--- config.mk ---
export PLATFORM = sky130hd
export DESIGN_NAME = txirq_gen
export DESIGN_NICKNAME = d
export VERILOG_FILES = /design/src/rtl/txirq_pkg.sv /design/src/rtl/txirq_sticky.sv /design/src/rtl/txirq_raw_map.sv /design/src/rtl/txirq_mask_out.sv /design/src/rtl/txirq_gen.sv
export SDC_FILE = /design/constraint.sdc
export NUM_CORES = 1
export LEC_CHECK = 0
export ABC_AREA = 0
export BUFFER_PORTS_ARGS = -buffer_cell sky130_fd_sc_hd__buf_2
export CAP_MARGIN = 10
export CORE_AREA = 2 2 39 41
export CTS_CLUSTER_DIAMETER = 60
export CTS_CLUSTER_SIZE = 20
export DETAILED_ROUTE_END_ITERATION = 8
export DIE_AREA = 0 0 41 43
export GPL_ROUTABILITY_DRIVEN = 0
export PLACE_DENSITY = 0.49
export SYNTH_ARGS = -nofsm -noshare
export SYNTH_HDL_FRONTEND = slang
export SYNTH_SLANG_ARGS = --single-unit
--- constraint.sdc ---
create_clock -name clk -period 2.22 [get_ports clk]
set_clock_uncertainty 0.2 [all_clocks]
set_input_delay 0.222 -clock clk [delete_from_list [all_inputs] [get_ports clk]]
set_output_delay 0.222 -clock clk [all_outputs]
set_load 0.005 [all_outputs]
--- src/rtl/txirq_pkg.sv ---
package txirq_pkg;
  parameter int RAW_W      = 7;
  parameter int BIT_UNDER  = 0;
  parameter int BIT_REQ    = 1;
  parameter int BIT_DONE   = 2;
  parameter int FIRST_RSVD = 3;
  parameter int CLR_UNDER  = 0;
endpackage

--- src/rtl/txirq_sticky.sv ---
module txirq_sticky (
  input  logic clk,
  input  logic rst,
  input  logic set_i,
  input  logic clr_i,
  output logic flag_next_o,
  output logic flag_q_o
);
  // a fresh event beats a simultaneous clear so it is never lost
  always_comb begin
    if (set_i)      flag_next_o = 1'b1;
    else if (clr_i) flag_next_o = 1'b0;
    else            flag_next_o = flag_q_o;
  end

  always_ff @(posedge clk) begin
    if (rst) flag_q_o <= 1'b0;
    else     flag_q_o <= flag_next_o;
  end
endmodule

--- src/rtl/txirq_raw_map.sv ---
module txirq_raw_map import txirq_pkg::*; (
  input  logic             under_i,
  input  logic             half_empty_i,
  input  logic             empty_i,
  input  logic             busy_i,
  output logic [RAW_W-1:0] raw_o
);
  assign raw_o[BIT_UNDER] = under_i;
  assign raw_o[BIT_REQ]   = half_empty_i;
  assign raw_o[BIT_DONE]  = empty_i & ~busy_i;

  // receive-side positions held at zero
  for (genvar g = FIRST_RSVD; g < RAW_W; g++) begin : g_rsvd
    assign raw_o[g] = 1'b0;
  end
endmodule

--- src/rtl/txirq_mask_out.sv ---
module txirq_mask_out import txirq_pkg::*; (
  input  logic             clk,
  input  logic             rst,
  input  logic [RAW_W-1:0] raw_i,
  input  logic             ien_we,
  input  logic [RAW_W-1:0] ien_wdata,
  output logic [RAW_W-1:0] raw_q_o,
  output logic             irq_q_o
);
  logic [RAW_W-1:0] ien_q;
  logic [RAW_W-1:0] ien_next;

  assign ien_next = ien_we ? ien_wdata : ien_q;

  always_ff @(posedge clk) begin
    if (rst) begin
      ien_q   <= '0;
      raw_q_o <= '0;
      irq_q_o <= 1'b0;
    end else begin
      ien_q   <= ien_next;
      raw_q_o <= raw_i;
      irq_q_o <= |(raw_i & ien_next);
    end
  end
endmodule

--- src/rtl/txirq_gen.sv ---
module txirq_gen import txirq_pkg::*; (
  input  logic             clk,
  input  logic             rst,
  input  logic             st_half_empty,
  input  logic             st_empty,
  input  logic             st_busy,
  input  logic             st_underrun_evt,
  input  logic             ien_we,
  input  logic [RAW_W-1:0] ien_wdata,
  input  logic             clr_we,
  input  logic [RAW_W-1:0] clr_wdata,
  output logic [RAW_W-1:0] raw_status,
  output logic             irq
);
  logic             under_next;
  logic             under_q;
  logic [RAW_W-1:0] raw_comb;

  txirq_sticky u_under (
    .clk         (clk),
    .rst         (rst),
    .set_i       (st_underrun_evt),
    .clr_i       (clr_we & clr_wdata[CLR_UNDER]),
    .flag_next_o (under_next),
    .flag_q_o    (under_q)
  );

  txirq_raw_map u_map (
    .under_i      (under_next),
    .half_empty_i (st_half_empty),
    .empty_i      (st_empty),
    .busy_i       (st_busy),
    .raw_o        (raw_comb)
  );

  txirq_mask_out u_out (
    .clk       (clk),
    .rst       (rst),
    .raw_i     (raw_comb),
    .ien_we    (ien_we),
    .ien_wdata (ien_wdata),
    .raw_q_o   (raw_status),
    .irq_q_o   (irq)
  );
endmodule

* Yosys cells after proc, flatten, opt, wreduce, memory -nomap -nowiden
Index checks and enable logic that the tools add are counted.
Word-level totals: output and inout port bits 8, logic and storage cells 13, bits of input ports 22, register bits after elaboration 16
Operators by class: multiplexer cells 3, reductions and logical operators 1, bitwise operators 4
Operator list (count):
- $and A3 B7 Y7 | 1
- $mux W7 | 1
- $reduce_or A7 Y1 | 1
- $and A1 B1 Y1 | 2
- $mux W1 | 2
- $not A1 Y1 | 1

* Logic depth before layout (Yosys ltp)
depth after elaboration 5, mapped depth 3, gate-level depth less buffers 3

* Modules after synthesis
A second synthesis with hierarchy kept.
Unflattened totals: cell total of the unflattened synthesis 63, area total of the unflattened synthesis 631.9 um^2
Modules (own cells, without submodules):
- txirq_mask_out | area an instance 513.0 um^2, instances 1, seq. area each 300.3 um^2, cells an instance 49
- txirq_raw_map | area an instance 62.6 um^2, instances 1, seq. area each 0.0 um^2, cells an instance 8
- txirq_sticky | area an instance 50.0 um^2, instances 1, seq. area each 20.0 um^2, cells an instance 5
- txirq_gen | area an instance 6.3 um^2, instances 1, seq. area each 0.0 um^2, cells an instance 1

* Least setup slack after synthesis
No wires, ideal clock.
kind register -> register, from register u_out.ien_q[2], to register u_out.irq_q_o, data required time 1.891 ns, arrival time 0.595 ns, buffers on the path 0, slack 1.295 ns, period minus slack after synthesis 0.925 ns, setup time 0.129 ns, stages on the path, launching flop included 4, path through dfxtp_1 -> mux2i_1 -> nand2b_1 -> o311ai_1
Between the ends: longest elaborated chain between the ends 3
Ends and longest elaborated chain:
- from (decl) | RTL line txirq_mask_out.sv:10 | logic [RAW_W-1:0] ien_q;
- from (signal assigned) | RTL line txirq_mask_out.sv:21 | ien_q <= ien_next;
- $mux W7 | RTL line txirq_mask_out.sv:13 | assign ien_next = ien_we ? ien_wdata : ien_q;
- $and A3 B7 Y7 | RTL line txirq_mask_out.sv:23 | irq_q_o <= |(raw_i & ien_next);
- $reduce_or A7 Y1 | RTL line txirq_mask_out.sv:23
- to (signal assigned) | RTL line txirq_mask_out.sv:23
- to (decl) | RTL line txirq_mask_out.sv:8 | output logic irq_q_o
No other way between the ends. A chain may end at the register's enable or synchronous reset.

* Worst setup path in the final report
from input port st_busy, to register u_out.irq_q_o
Between the ends: longest elaborated chain between the ends 4
Ends and longest elaborated chain:
- from (decl) | RTL line txirq_gen.sv:6 | input logic st_busy,
- $not A1 Y1 | RTL line txirq_raw_map.sv:10 | assign raw_o[BIT_DONE] = empty_i & ~busy_i;
- $and A1 B1 Y1 | RTL line txirq_raw_map.sv:10
- $and A3 B7 Y7 | RTL line txirq_mask_out.sv:23
- $reduce_or A7 Y1 | RTL line txirq_mask_out.sv:23
No other way between the ends.

==> flow_metrics.tcl <==
set metrics [dict create \
    clock_insertion_delay_worst_skew_ns 0.25 \
    max-clock-path-buffers 2 \
    tritoncts_clock_tree "built" \
    post-route-period-util_pct 60.5 \
    final_cell_area_um2 385 \
    postSynthCellCount 27 \
    total_power_mw 0.283 \
    grt_antenna_before_repair 0 \
    layout.cells.most_common_list "buf_2, dfxtp_1, nor2_1, conb_1" \
    core_region_area_um2 1380 \
    clock_sink_count 7 \
    clock_tree.htree_level_count 1 \
    sw_frac_of_total_pct 21.8 \
    xor_and_xnor_fraction_of_the_mapped_netlist_area_pct 0 \
    syn-cell-area_um2 270 \
    wirelength_um 458 \
    dieHeight_um 43 \
    rsz0062_at_grt "no" \
    detail_route.wl_per_cell_um 7.39 \
    vias 225 \
    max-cap-violations 0 \
    port-buffer-count 15 \
    critical_path_arrival_ns 1.30 \
    global_routing_usage_on_met3_pct 1.57 \
    drc 0 \
    first_pass_iters 4 \
    setup.worst_path.class "input port to flop" \
    cts_made_buffers 3 \
    globalRoute.busiestLayer "met2" \
    grt_max_degree 8 \
    synth_simple_gate_area_share_pct 16.7 \
    path_delay_family "buffers and inverters" \
    num-fill-cells 153 \
    share_comb_of_total_power_pct 11.5 \
    crit_cells 5 \
    use_met1_pct 5.48 \
    grt_first_pass_wirelength_um 662 \
    end_kind "flop" \
    cts.repair_timing.setup_buffer_count 0 \
    powerDensity_nw_per_um2 733 \
    compound_gate_portion_of_the_synthesized_area_pct 5.09 \
    ff2ff_path_depth 3 \
    post_route_ant_nets 0 \
    final_hold_viols 0 \
    fin_nets 69 \
    power_leakage_nw 0.194 \
    power_frac_clock_pct 40.5 \
    timing.hold.ws_ns 0.0332 \
    synth.avg_cell_area_um2 10.0 \
    cp_data_required_time_ns 2.18 \
    initial_utilization_pct 19.5 \
    synth.area.top_cells "dfxtp_1, buf_4, mux2i_1" \
    utilization_pct 27.8 \
    setup_viol_count_final 0 \
    holdCritPathClass "input port to flop" \
    setup_total_negative_slack_ns 0 \
    seq_power_share_pct 47.9 \
    antenna-diode-count 0 \
    slew_violations 0 \
    clock_tree.root_cell "clkbuf_4" \
    p_sw_mw 0.0616 \
    drive_gt1_share_pct 39.1 \
    register_area_share_after_synthesis_pct 51.9 \
    timing.critical_path.slowest_stage_cell "dlygate4sd3_1" \
    gr-usage-met2_pct 9.06 \
    max_freq_ghz 0.745 \
    critical_path.max_fanout 2 \
    finalCriticalPeriod_ns 1.34 \
    grtUsageTotal_pct 6.13 \
    synth_top_family_by_area "simple AND/OR/NAND/NOR gates" \
    total_number_of_placement_rows 14 \
    overflow 0 \
    crit_path_cell_trace "dlygate4sd3_1 > buf_2 > nor3b_1 > nand2b_1 > o311ai_1" \
    ys.warnings.count 0 \
    worst_hold_path_cells 2 \
    worst-path-buf-inv 2 \
    synthDominantCellAreaShare_pct 51.9 \
    routed_via_density 3.63 \
    synthMuxAreaShare_pct 11.1 \
    ctsHoldBuffers 2 \
    synth-adder-area-share_pct 0 \
    area_growth_pct 42.6 \
    detail_route.iter0.violations 1 \
    grt_pass1_vias 184 \
    netlist.top_cell.by_area "dfxtp_1" \
    worst_path_largest_cell_delay_ns 0.53 \
    worstSetupStartpointType "input port" \
    cell_internal_pwr_mw 0.221 \
    floorplan_die_width_um 41 \
    synth.distinct_cells 11 \
    path_clk_slew_ns 0.05 \
    post_dp_cell_area_um2 339 \
    die-area_um2 1760 \
    post_cts.resized_instances 0 \
    layout.cells.most_common "buf_2" \
    postSynthRegisterBits 7 \
    design.portCount 30 \
    status "completed" \
    max_ir_drop_vdd_uv 132 \
]
==> per-stage QoR <==
stage                     instances  setup slack [ns]
after floorplan                  30              1.30
after global placement           56              1.09
after detailed placement         56              1.09
after CTS                        62             0.888
after global routing             62             0.693
final                            62             0.878
==> flip-flops by register name, indices dropped and copies added (netlist names) <==
name	cells
u_out.ien_q	3
u_out.irq_q_o	1
u_out.raw_q_o	3
==> kinds of logic after synthesis <==
kind of cell    count (synthesis)
compound gates                  2
buf+inv                         5
flops                           7
mux                             3
other cells                     1
simple gates                    9
==> cell type report <==
class	count	area [um^2]	share of cell area [%]
Multi-Input combinational cell	18	104	26.9
Timing Repair Buffer	17	95.1	24.7
Clock buffer	4	26.3	6.82
Tap cell	16	20.0	5.19
Sequential cell	7	140	36.4
==> final timing paths <==
kind	slack, ns	to	start
worst max-delay path	0.88	u_out.irq_q_o$_SDFF_PP0_	st_busy
worst max register to register	1.24	u_out.irq_q_o$_SDFF_PP0_	u_out.ien_q[2]$_SDFF_PP0_
worst min register to register	0.28	u_out.ien_q[2]$_SDFF_PP0_	u_out.ien_q[2]$_SDFF_PP0_
worst min-delay path	0.03	u_out.raw_q_o[0]$_SDFF_PP0_	rst
==> cells in the mapped netlist, drive strengths merged <==
cell type and number:
nor2 4, nor2b 1, nand2 1, nor3b 1, dfxtp 7, buf 5, o311ai 1, nand2b 2
mux2i 3, a21oi 1, conb 1
==> power groups by stage <==
stage	Sequential, mW	Clock (mW)	Combinational, mW
2_1_floorplan	0.139	0	0.0192
3_3_place_gp	0.138	0	0.0301
3_5_place_dp	0.138	0	0.0301
4_1_cts	0.135	0.121	0.0329
5_1_grt	0.136	0.124	0.0379
6_report	0.135	0.115	0.0325
==> worst reg2reg max path, delay by kind of cell (launching register included) <==
kind / cells / cell delay (ns)
AO/OA/AOI/OAI: 1 / 0.09
multiplexers: 1 / 0.14
flip-flops: 1 / 0.29
AND/OR/NAND/NOR: 1 / 0.13
==> routing by layer <==
| metal | part of all wire, % | up-vias |
|---|---|---|
| li1 | - | 118 |
| met1 | 35 | 95 |
| met2 | 52 | 12 |
| met3 | 13 | 0 |
| met4 | 0 | 0 |
| met5 | 0 | - |
No activity file was read; power rests on OpenSTA's default activity.
